## src/rtl/spi_flag_pkg.sv

```systemverilog
package spi_flag_pkg;
  localparam int RATE_W = 2;
  localparam int STAT_W = 8;

  typedef struct packed {
    logic [RATE_W-1:0] rate;
    logic              modf_en;
    logic              err_ie;
    logic              tx_ie;
    logic              rx_ie;
  } ctl_t;

  localparam int CTL_W = $bits(ctl_t);

  // Status byte assembly; bit order is decoded by software.
  function automatic logic [STAT_W-1:0] pack_status(
    input logic rxf, input logic ovf, input logic modf, input logic txe, input ctl_t c);
    return {rxf, c.err_ie, ovf, modf, txe, c.modf_en, c.rate};
  endfunction

  // Slave-select fault condition for the current mode.
  function automatic logic modf_cond(
    input logic is_master, input logic en, input logic ss_level, input logic busy);
    if (!en) return 1'b0;
    if (is_master) return ~ss_level;
    return ss_level & busy;
  endfunction
endpackage

```

## src/rtl/spi_sticky_flag.sv

```systemverilog
module spi_sticky_flag #(
  parameter logic RST_VAL = 1'b0
) (
  input  logic clk,
  input  logic rst_n,
  input  logic set_i,
  input  logic peek_i,
  input  logic finish_i,
  output logic q_o,
  output logic arm_o,
  output logic clr_o
);
  logic q_r, arm_r;

  assign clr_o = finish_i & arm_r;
  assign q_o   = q_r;
  assign arm_o = arm_r;

  always_ff @(posedge clk) begin
    if (!rst_n) begin
      q_r   <= RST_VAL;
      arm_r <= 1'b0;
    end else begin
      if (set_i)      q_r <= 1'b1;
      else if (clr_o) q_r <= 1'b0;
      if (finish_i)    arm_r <= 1'b0;
      else if (peek_i) arm_r <= q_r;
    end
  end
endmodule

```

## src/rtl/spi_flag_ctl.sv

```systemverilog
module spi_flag_ctl
  import spi_flag_pkg::*;
(
  input  logic              clk,
  input  logic              rst_n,
  input  logic              rx_done,
  input  logic              tx_move,
  input  logic              ss_n,
  input  logic              master,
  input  logic              xfer_active,
  input  logic              stat_rd,
  input  logic              data_rd,
  input  logic              data_wr,
  input  logic              ctl_wr,
  input  logic [CTL_W-1:0]  ctl_wdata,
  output logic [STAT_W-1:0] status,
  output logic              rx_irq,
  output logic              tx_irq,
  output logic              err_irq,
  output logic              rx_load,
  output logic              ovf_drop
);
  ctl_t ctl_q;
  logic rx_full, ovf, modf, tx_empty;
  logic rx_arm, ovf_arm, modf_arm;
  logic rx_clr, ovf_clr, modf_clr;
  logic rx_free, modf_hit;

  always_ff @(posedge clk) begin
    if (!rst_n)      ctl_q <= '0;
    else if (ctl_wr) ctl_q <= ctl_t'(ctl_wdata);
  end

  // Receive register is free if empty, or emptied by this cycle's completing read.
  assign rx_free  = ~rx_full | rx_clr;
  assign rx_load  = rx_done & rx_free;
  assign ovf_drop = rx_done & ~rx_free;
  assign modf_hit = modf_cond(master, ctl_q.modf_en, ss_n, xfer_active);

  spi_sticky_flag #(.RST_VAL(1'b0)) u_rxf (
    .clk(clk), .rst_n(rst_n), .set_i(rx_load), .peek_i(stat_rd), .finish_i(data_rd),
    .q_o(rx_full), .arm_o(rx_arm), .clr_o(rx_clr));

  spi_sticky_flag #(.RST_VAL(1'b0)) u_ovf (
    .clk(clk), .rst_n(rst_n), .set_i(ovf_drop), .peek_i(stat_rd), .finish_i(data_rd),
    .q_o(ovf), .arm_o(ovf_arm), .clr_o(ovf_clr));

  spi_sticky_flag #(.RST_VAL(1'b0)) u_modf (
    .clk(clk), .rst_n(rst_n), .set_i(modf_hit), .peek_i(stat_rd), .finish_i(ctl_wr),
    .q_o(modf), .arm_o(modf_arm), .clr_o(modf_clr));

  always_ff @(posedge clk) begin
    if (!rst_n)       tx_empty <= 1'b1;
    else if (tx_move) tx_empty <= 1'b1;
    else if (data_wr) tx_empty <= 1'b0;
  end

  assign status  = pack_status(rx_full, ovf, modf, tx_empty, ctl_q);
  assign rx_irq  = rx_full & ctl_q.rx_ie;
  assign tx_irq  = tx_empty & ctl_q.tx_ie;
  assign err_irq = ctl_q.err_ie & (ovf | modf);
endmodule

```

## config.mk

```make
export PLATFORM = sky130hd
export DESIGN_NAME = spi_flag_ctl
export DESIGN_NICKNAME = d
export VERILOG_FILES = /design/src/rtl/spi_flag_pkg.sv /design/src/rtl/spi_sticky_flag.sv /design/src/rtl/spi_flag_ctl.sv
export SDC_FILE = /design/constraint.sdc
export NUM_CORES = 1
export LEC_CHECK = 0
export BUFFER_PORTS_ARGS = -buffer_cell sky130_fd_sc_hd__buf_4
export CORE_MARGIN = 2
export CORE_UTILIZATION = 30
export DETAILED_ROUTE_END_ITERATION = 8
export SLEW_MARGIN = 10
export SYNTH_ARGS = -nofsm -noshare
export SYNTH_HDL_FRONTEND = slang
export SYNTH_SLANG_ARGS = --single-unit
```

## constraint.sdc

```tcl
create_clock -name clk -period 1.15 [get_ports clk]
set_input_delay 0.0575 -clock clk [delete_from_list [all_inputs] [get_ports clk]]
set_output_delay 0.0575 -clock clk [all_outputs]
set_load 0.01 [all_outputs]
```

# [Yosys cells after proc, flatten, opt, wreduce, memory -nomap -nowiden]
# Index checks and enable logic that the tools add are counted.
[totals] reg_bits=13 input_bits=17 elab_cells=45
[op_classes] muxes=12 bitwise_logic=15 reduce_logical=6
[op_table] cell="two-way mux 1 bit" count=12
[op_table] cell="bitwise AND 1 bit" count=9
[op_table] cell="nonzero test 2 bit" count=3
[op_table] cell="OR reduction 2 bit" count=3
[op_table] cell="inverter 1 bit" count=4
[op_table] cell="OR 1 bit" count=2

# [Depth between registers and ports, before layout]
# Gate-level depths: netlist (run 1).
[logic_depth] depth_word=5 ltp_mapped=4

# [By module]
# Synthesis (run 1) repeated with hierarchy kept, for this count alone.
[hier_totals] cells_unflattened=63 hier_area_um2=643.1
[by_module_without_submodules] mod="spi_flag_ctl" instances=1 cells_each=39 area_per_inst_um2=380.4 seq_area_each_um2=140.1
[by_module_without_submodules] mod="spi_sticky_flag" instances=3 cells_each=8 area_per_inst_um2=87.6 seq_area_each_um2=40.0

# [Worst setup path before layout (run 1)]
# No wires, ideal clock.
[synth_timing] path_type="register to register" start="reg u_rxf.q_r, in the netlist u_rxf.q_o" end="reg u_ovf.q_r, in the netlist u_ovf.q_o" setup_ps=115 t_arrival_ps=787 t_required_ps=1035 path_slack_ps=249 stages_incl_launch_ff=4 period_less_slack_ps=901 path_cell_list="dfxtp_1 a21boi_2 and2_4 o21a_1"
[synth_via] elab_chain_len=5 word_cells_on_any_way=6
[synth_lines] item="start, declared" line_no="spi_sticky_flag.sv:13" text="logic q_r, arm_r;"
[synth_lines] item="start signal, assigned" line_no="spi_sticky_flag.sv:21" text="q_r <= RST_VAL;"
[synth_lines] item="start signal, assigned" line_no="spi_sticky_flag.sv:24" text="if (set_i) q_r <= 1'b1;"
[synth_lines] item="start signal, assigned" line_no="spi_sticky_flag.sv:25" text="else if (clr_o) q_r <= 1'b0;"
[synth_lines] item="inverter 1 bit (*)" line_no="spi_flag_ctl.sv:35" text="assign rx_free = ~rx_full | rx_clr;"
[synth_lines] item="OR 1 bit (*)" line_no="spi_flag_ctl.sv:35"
[synth_lines] item="inverter 1 bit (*)" line_no="spi_flag_ctl.sv:37" text="assign ovf_drop = rx_done & ~rx_free;"
[synth_lines] item="bitwise AND 1 bit (*)" line_no="spi_flag_ctl.sv:37"
[synth_lines] item="via ovf_drop" line_no="spi_flag_ctl.sv:21" text="output logic ovf_drop"
[synth_lines] item="two-way mux 1 bit or nonzero test 2 bit (tied branches)"
[synth_lines] item="end signal, assigned" line_no="spi_sticky_flag.sv:21"
[synth_lines] item="end signal, assigned" line_no="spi_sticky_flag.sv:24"
[synth_lines] item="end signal, assigned" line_no="spi_sticky_flag.sv:25"
[synth_lines] item="end, declared" line_no="spi_sticky_flag.sv:13"
# The timed path passes the listed nets; every way through them passes the cells marked *.
# A chain may end at the register's enable or synchronous reset.

# [Worst setup path in the final report (run 1)]
[layout_timing] start="reg u_rxf.q_r, in the netlist u_rxf.q_o" end="out rx_load"
[layout_via] elab_chain_len=3
[layout_lines] item="inverter 1 bit" line_no="spi_flag_ctl.sv:35"
[layout_lines] item="OR 1 bit" line_no="spi_flag_ctl.sv:35"
[layout_lines] item="bitwise AND 1 bit" line_no="spi_flag_ctl.sv:36" text="assign rx_load = rx_done & rx_free;"
[layout_lines] item="end, declared" line_no="spi_flag_ctl.sv:20" text="output logic rx_load,"
# Every way passes these cells.

==> impl_metrics.json, run 1 <==
{
  "synth_top_family_by_area": "simple AND/OR/NAND/NOR gates",
  "maxCapViolations": 0,
  "fin_tns_setup_ps": -43.6,
  "skew_ps": 0.359,
  "muxShareOfSynthArea_pct": 16.6,
  "synthDistinctLibCells": 19,
  "route.met3.wl_microns": 52,
  "post_synth_xor_area_fraction_pct": 0,
  "diodes": 0,
  "drive_above_1_share_pct": 45.3,
  "hold_viol_final": 0,
  "endpoint_kind": "output pin",
  "syn_area_sq_um": 602,
  "dr.pass1.iters": 2,
  "viasPerCell": 4.16,
  "path_max_fanout": 3,
  "cts-buffers-inserted": 3,
  "htreeDepth": 1,
  "post_drt_wl_per_cell_microns": 10.8,
  "powerDensity_mw_per_mm2": 1100,
  "grt_pass1_vias": 444,
  "grt_pass1_wl_microns": 1990,
  "rsz0062_at_grt": "true",
  "wl_microns": 1220,
  "clock_path_buffers": 2,
  "cts_tree": "built",
  "violations": "negative setup slack",
  "status": "finished with violations",
  "grt_max_degree": 14,
  "initial_core_util_pct": 31.3,
  "synthSimpleGateAreaFrac_pct": 20.4,
  "dr_total_vias": 470,
  "avgSynthCellArea_sq_um": 10.2,
  "port_buffers": 29,
  "clkSlewWorstSetupHoldPaths_ps": 80,
  "fmax_ghz": 0.838,
  "synth_compound_area_share_pct": 7.69,
  "gp_congestion": 0.725,
  "coreArea_sq_mm": 0.00192,
  "ys_ff_latch": 13,
  "min_path_type": "in2reg",
  "pin_count": 30,
  "die_area_sq_mm": 0.00238,
  "crit_type": "reg2out",
  "grt_overflow": 0,
  "dp_hpwl_microns": 854,
  "synth_adder_area_share_pct": 0,
  "final_antenna_net_count": 0,
  "layout_setup_ws_ps": -43.6,
  "cts-root-buf": "clkbuf_4",
  "synth.net_count": 76,
  "fin_util_pct": 44.7,
  "cts.sink_count": 13,
  "holdWs_ps": 46.3,
  "worstMarginPinSlew_ps": 159,
  "antenna_found_initial": 0,
  "required_ps": 1090,
  "die_w_microns": 48.8,
  "drc": 0,
  "worstSkewPairLatency_ps": 270,
  "leakagePower_nw": 0.402,
  "max_slew_margin_pct": 89.1,
  "area_growth_syn_to_layout_pct": 42.6,
  "placement.cell_area_sq_um": 781,
  "setup_viol": 1,
  "maxSlewViolCount": 0,
  "period_share_pct": 104,
  "setup.worst_path.start_class": "register",
  "drt-initial-drc-count": 3,
  "yosys_warnings": 0,
  "syn_inst": 59,
  "grt_util_all_layers_pct": 10.9,
  "route.met2.wl_microns": 608,
  "dieHeight_microns": 48.8,
  "arrival_ps": 1140,
  "top_layer_used": "met4",
  "min_period_ps": 1190,
  "synth-seq-area-share_pct": 43.2,
  "rows": 16,
  "fin_nets": 104,
  "ir_drop_mv": 0.467,
  "fin_area_sq_um": 858,
  "wl_met1_microns": 537
}
## per-stage QoR
| step | std cells | setup WS [ps] | total power [mW] |
|---|---|---|---|
| 2_1_floorplan | 59 | 249 | 0.593 |
| 3_3_place_gp | 105 | 213 | 0.661 |
| 3_5_place_dp | 105 | 199 | 0.663 |
| 4_1_cts | 111 | -31.8 | 0.955 |
| 5_1_grt | 113 | -124 | 1.01 |
| 6_report | 113 | -43.6 | 0.947 |
## routing by layer
layer,vias to the layer above,global-route usage [%]
met5,-,0
met4,0,7.14
met3,2,3.07
met2,12,18.0
met1,216,12.2
li1,240,-
## cell type report
class	instances	area [sq um]
flip-flops and latches	13	262
multi-input cells	36	277
well taps	27	33.8
fillers	194	1060
repair buffers	33	260
clock buffers	4	26.3
## placed cells by master (no fill, tap or decap), types with 3 or more instances in the layout
cell type	n
o21a_1	3
mux2i_1	10
buf_4	29
clkbuf_4	3
nor2b_1	7
dfxtp_1	12
## synth_stat cells (all sizes together)
cell / instances / area [sq um]
a21boi: 2 / 18.8
nor2b: 7 / 43.8
nand3b: 1 / 7.51
buf: 10 / 72.6
dfxtp: 13 / 260
o21a: 3 / 22.5
nand2b: 2 / 12.5
nand2: 2 / 7.51
o21ai: 1 / 5.00
nor2: 2 / 7.51
nand3: 1 / 5.00
mux2i: 10 / 100
and2: 3 / 22.5
and2b: 1 / 8.76
nor3b: 1 / 7.51
## flip-flops by register name, summed over array words and instances (netlist names)
name          cells
u_rxf.q_o         1
u_modf.arm_o      1
ctl_q             2
u_ovf.q_o         1
u_ovf.arm_o       1
tx_empty          1
u_rxf.arm_o       1
u_modf.q_o        1
status            4
## final timing paths
kind	depth (start not counted)	slack, ps	start	endpoint
hold reg to reg	2	490	status[2]$_SDFFE_PN0P_	u_modf.q_o$_SDFFE_PN0P_
hold / removal	3	50	ctl_wdata[4]	status[0]$_SDFFE_PN0P_
setup / recovery	3	-40	u_rxf.q_o$_SDFFE_PN0P_	rx_load
setup reg to reg	4	150	u_rxf.q_o$_SDFFE_PN0P_	u_ovf.q_o$_SDFFE_PN0P_
## repair_timing
action	CTS	global route
pin swaps	0	1
hold buffers	1	1
resized for setup	3	1
endpoints found under the hold margin	1	1
buffers inserted	1	1
setup endpoints to repair	2	2
## logic make-up (layout without fill, tap and decap cells)
| logic type | after synthesis | count (layout) |
|---|---|---|
| simple gates | 20 | 20 |
| flops | 13 | 13 |
| compound gates | 6 | 6 |
| buf+inv | 10 | 37 |
| mux | 10 | 10 |
## critical path, stage by stage (launching register included)
cell	delay, ps
dfxtp_2	330
a21boi_4	180
and2b_2	240
buf_6	120
## where the power goes
group          switching, mW  internal (mW)
Combinational         0.0686          0.116
Clock                  0.141          0.134
Sequential            0.0140          0.473
Note: power is estimated with default switching activity, not from simulation.
==> run 2, diff against run 1 <==
==> constraint.sdc (replaced) <==
create_clock -name clk -period 1.4 [get_ports clk]
set_input_delay 0.07 -clock clk [delete_from_list [all_inputs] [get_ports clk]]
set_output_delay 0.07 -clock clk [all_outputs]
set_load 0.01 [all_outputs]
==> impl_metrics.json, run 2 (synthesis results as in run 1) <==
{
  "layout_setup_ws_ps": 140,
  "setup_viol": 0,
  "final_antenna_net_count": 0,
  "fin_tns_setup_ps": 0,
  "area_growth_syn_to_layout_pct": 35.8,
  "gp_congestion": 0.755,
  "fill_cells": 199,
  "clkSlewWorstSetupHoldPaths_ps": 80,
  "dr.pass1.iters": 4,
  "required_ps": 1330,
  "cts.sink_count": 13,
  "grt_overflow": 0,
  "skew_ps": 0.316,
  "viasPerCell": 4.12,
  "maxCapViolations": 0,
  "worst-path-buf-inv": 1,
  "timing.critical_path.slowest_stage_cell": "dfxtp_1",
  "crit_type": "reg2out",
  "drive_above_1_share_pct": 43.4,
  "grt_pass1_wl_microns": 1830,
  "rows": 16,
  "path_max_fanout": 4,
  "min_period_ps": 1260,
  "cts_tree": "built",
  "hold_viol_final": 0,
  "initial_core_util_pct": 31.3,
  "crit_family": "flip-flops",
  "dp_hpwl_microns": 844,
  "powerDensity_mw_per_mm2": 932,
  "slowest_delay_ps": 360,
  "die_w_microns": 48.8,
  "grt_util_all_layers_pct": 10.3,
  "fmax_ghz": 0.794,
  "layout_common_cells": "buf_4, dfxtp_1, mux2i_1, nor2b_1",
  "leakagePower_nw": 0.382,
  "rsz0062_at_grt": "false",
  "critical_path_cell_count": 3,
  "arrival_ps": 1190,
  "largest_reg_flops": 4,
  "post_drt_wl_per_cell_microns": 10.2,
  "period_share_pct": 90.0,
  "power_mw": 0.762,
  "clock_path_buffers": 2,
  "diodes": 0,
  "die_area_sq_mm": 0.00238,
  "dieHeight_microns": 48.8,
  "whs_path_depth": 2,
  "r2r_cells": 3,
  "fin_util_pct": 42.5,
  "fin_nets": 101,
  "cts-root-buf": "clkbuf_4",
  "cts-buffers-inserted": 3,
  "grt_pass1_vias": 431,
  "coreArea_sq_mm": 0.00192,
  "status": "finished clean",
  "wl_microns": 1120,
  "path_cells": "a21boi_2 > and2b_2 > buf_4",
  "endpoint_kind": "output pin",
  "pin_count": 30,
  "dr_total_vias": 453,
  "htreeDepth": 1,
  "place_ws_ps": 435,
  "max_slew_margin_pct": 91.0,
  "drt-initial-drc-count": 5,
  "drc": 0,
  "ir_drop_mv": 0.421,
  "min_path_type": "in2reg",
  "maxSlewViolCount": 0,
  "post_cts_buffers": 0,
  "worstSkewPairLatency_ps": 270,
  "grt_max_degree": 14,
  "worstMarginPinSlew_ps": 131,
  "setup.worst_path.start_class": "register",
  "port_buffers": 29,
  "final_common_cell": "buf_4",
  "antenna_found_initial": 0
}
-- run 2: report_power, final --
group	total, mW	leakage (nW)	switching (mW)	internal [mW]
clock	0.225	0.0150	0.115	0.110
combinational	0.136	0.260	0.0510	0.0854
sequential	0.400	0.107	0.0120	0.388
-- run 2: area by class of cell --
class / count / area (sq um) / area share, %
Clock buffer: 4 / 26.3 / 3.22
Multi-Input combinational cell: 36 / 269 / 32.9
Sequential cell: 13 / 260 / 31.9
Timing Repair Buffer: 30 / 228 / 27.9
Tap cell: 27 / 33.8 / 4.13
-- run 2: through the flow --
step	std cells	hold WS, ps	instance area, sq um
after CTS	110	20.5	817
final	110	26.0	817
after global placement	105	263	781
after global routing	110	10.4	817
after detailed placement	105	271	781
after floorplan	59	176	602
-- run 2: layer usage --
metal | global-route usage, % | share of wire, % | vias up
met2 | 16.7 | 50 | 10
met1 | 10.5 | 44 | 205
met4 | 10.0 | 2.4 | 0
li1 | - | - | 236
met5 | 0 | 0 | -
met3 | 2.76 | 3.3 | 2
-- run 2: final timing paths --
kind                             end                    from  slack, ps
min reg2reg  u_modf.q_o$_SDFFE_PN0P_  status[2]$_SDFFE_PN0P_        500
min           u_rxf.q_o$_SDFFE_PN0P_                 rx_done         30
max reg2reg   u_ovf.q_o$_SDFFE_PN0P_  u_rxf.q_o$_SDFFE_PN0P_        470
max                          rx_load  u_rxf.q_o$_SDFFE_PN0P_        140
-- run 2: timing repair --
item	CTS	global route
endpoints found under the hold margin	1	0
resized for setup	0	0
hold buffers	1	0
==> run 3, diff against run 2 <==
--- a/config.mk
+++ b/config.mk
@@ -5,6 +5,7 @@
 export SDC_FILE = /design/constraint.sdc
 export NUM_CORES = 1
 export LEC_CHECK = 0
+export ABC_AREA = 1
 export BUFFER_PORTS_ARGS = -buffer_cell sky130_fd_sc_hd__buf_4
 export CORE_MARGIN = 2
 export CORE_UTILIZATION = 30
==> impl_metrics.json, run 3 <==
{
  "port_buffers": 29,
  "rsz0062_at_grt": "false",
  "ys_ff_latch": 13,
  "crit_type": "reg2out",
  "synthSimpleGateAreaFrac_pct": 19.6,
  "min_path_type": "in2reg",
  "dieHeight_microns": 47.5,
  "grt_pass1_vias": 513,
  "synth_top_family_by_area": "simple AND/OR/NAND/NOR gates",
  "drt-initial-drc-count": 7,
  "cts.sink_count": 13,
  "muxShareOfSynthArea_pct": 0,
  "async_flop_share_pct": 0,
  "synth-seq-area-share_pct": 45.9,
  "synth_top_cells_by_area": "dfxtp_1, buf_4, nor2_1",
  "ir_drop_mv": 0.484,
  "antenna_found_initial": 0,
  "synth_compound_area_share_pct": 15.9,
  "pin_count": 30,
  "leakagePower_nw": 0.412,
  "fin_tns_setup_ps": 0,
  "placed_cells": 125,
  "syn_inst": 79,
  "synth-edff-count": 0,
  "final_antenna_net_count": 0,
  "final_cell_count_no_fill": 131,
  "htreeDepth": 1,
  "synth_top_cell_by_area": "dfxtp_1",
  "rows": 15,
  "viasPerCell": 4.18,
  "ys.flop_type": "dfxtp_1",
  "period_share_pct": 89.6,
  "wl_microns": 1160,
  "synth_adder_area_share_pct": 0,
  "diodes": 0,
  "post_drt_wl_per_cell_microns": 8.82,
  "synth_common_cells": "nor2_1, dfxtp_1, nand2_1, inv_1",
  "layout_common_cells": "buf_4, nor2_1, nand2_1, dfxtp_1, inv_1",
  "die_area_sq_mm": 0.00225,
  "cts-root-buf": "clkbuf_4",
  "required_ps": 1330,
  "drc": 0,
  "max_slew_margin_pct": 85.1,
  "grt_max_degree": 10,
  "die_w_microns": 47.5,
  "gp_congestion": 0.661,
  "dr.pass1.iters": 4,
  "synthDistinctLibCells": 11,
  "min_period_ps": 1250,
  "cts_tree": "built",
  "yosys_warnings": 0,
  "arrival_ps": 1180,
  "worstSkewPairLatency_ps": 270,
  "path_max_fanout": 4,
  "synth_top_cell_area_share_pct": 45.9,
  "synth.net_count": 96,
  "skew_ps": 1.22,
  "final_common_cell": "buf_4",
  "drive_above_1_share_pct": 32.1,
  "maxCapViolations": 0,
  "endpoint_kind": "output pin",
  "largest_reg_flops": 4,
  "grt_pass1_wl_microns": 2020,
  "area_growth_syn_to_layout_pct": 41.5,
  "grt_overflow": 0,
  "fin_nets": 124,
  "post_synth_xor_area_fraction_pct": 0,
  "post_cts_buffers": 0,
  "worstMarginPinSlew_ps": 223,
  "hold_viol_final": 0,
  "coreArea_sq_mm": 0.00175,
  "powerDensity_mw_per_mm2": 967,
  "synthMostInstantiatedCell": "nor2_1",
  "fmax_ghz": 0.797,
  "dp_hpwl_microns": 904,
  "setup.worst_path.start_class": "register",
  "avgSynthCellArea_sq_um": 7.17,
  "dr_total_vias": 547,
  "cts-buffers-inserted": 3,
  "initial_core_util_pct": 32.5,
  "maxSlewViolCount": 0,
  "setup_viol": 0,
  "clock_path_buffers": 2,
  "syn_area_sq_um": 567,
  "status": "finished clean",
  "clkSlewWorstSetupHoldPaths_ps": 80,
  "grt_util_all_layers_pct": 13.2
}
run 3: cell count changes in the layout (fill, tap and decap cells not counted), sizes merged, moves of 10 or more:
cell / before / now
mux2i: 10 / 0
inv: 0 / 12
nand2: 2 / 13
nor2: 2 / 15
run 3: where the power goes:
| group | internal, mW | leakage [nW] | switching [mW] | total, mW |
|---|---|---|---|---|
| Sequential | 0.391 | 0.107 | 0.0139 | 0.405 |
| Combinational | 0.0774 | 0.289 | 0.0613 | 0.139 |
| Clock | 0.110 | 0.0150 | 0.121 | 0.232 |
run 3: per-stage QoR:
stage	total power [mW]	area (sq um)	hold slack, ps	util (%)	setup slack (ps)
3_3_place_gp	0.548	756	261	43.3	497
6_report	0.775	802	14.9	45.9	146
5_1_grt	0.825	802	18.0	45.9	35.0
4_1_cts	0.787	802	10.9	45.9	132
2_1_floorplan	0.485	567	170	-	587
3_5_place_dp	0.550	756	268	43.3	462
run 3: worst max-delay path, stage by stage, from the launching register on:
cell     delay (ps)
dfxtp_1         390
inv_1            60
a21oi_1         200
nand2_1         100
inv_1            60
buf_4           110
run 3: final cells by class:
| type | count | area [sq um] |
|---|---|---|
| flip-flops and latches | 13 | 260 |
| well taps | 25 | 31.3 |
| inverters | 12 | 45.0 |
| clock buffers | 4 | 26.3 |
| repair buffers | 31 | 238 |
| multi-input cells | 46 | 201 |
| fillers | 188 | 943 |
run 3: what timing repair did:
item                       CTS  global route
setup endpoints to repair    0             0
gates resized for setup      0             0
hold buffers                 2             0
hold endpoints to repair     1             0
run 3: final timing paths:
kind	from	endpoint	slack, ps	cells past startpoint
max	u_rxf.q_o$_SDFFE_PN0P_	ovf_drop	150	5
min	ctl_wdata[2]	status[6]$_SDFFE_PN0P_	10	3
max reg2reg	tx_empty$_SDFFE_PP1P_	tx_empty$_SDFFE_PP1P_	260	3
min reg2reg	u_rxf.arm_o$_SDFFE_PP0P_	u_rxf.arm_o$_SDFFE_PP0P_	460	2
run 3: metal layers:
layer	wire (microns)	GRT usage [%]
met3	90	4.91
met2	525	19.5
met4	12	6.67
met1	526	16.9
met5	0	0
run 3: kinds of logic after synthesis:
family,Yosys count
buf+inv,20
simple gates,29
flops,13
compound gates,17
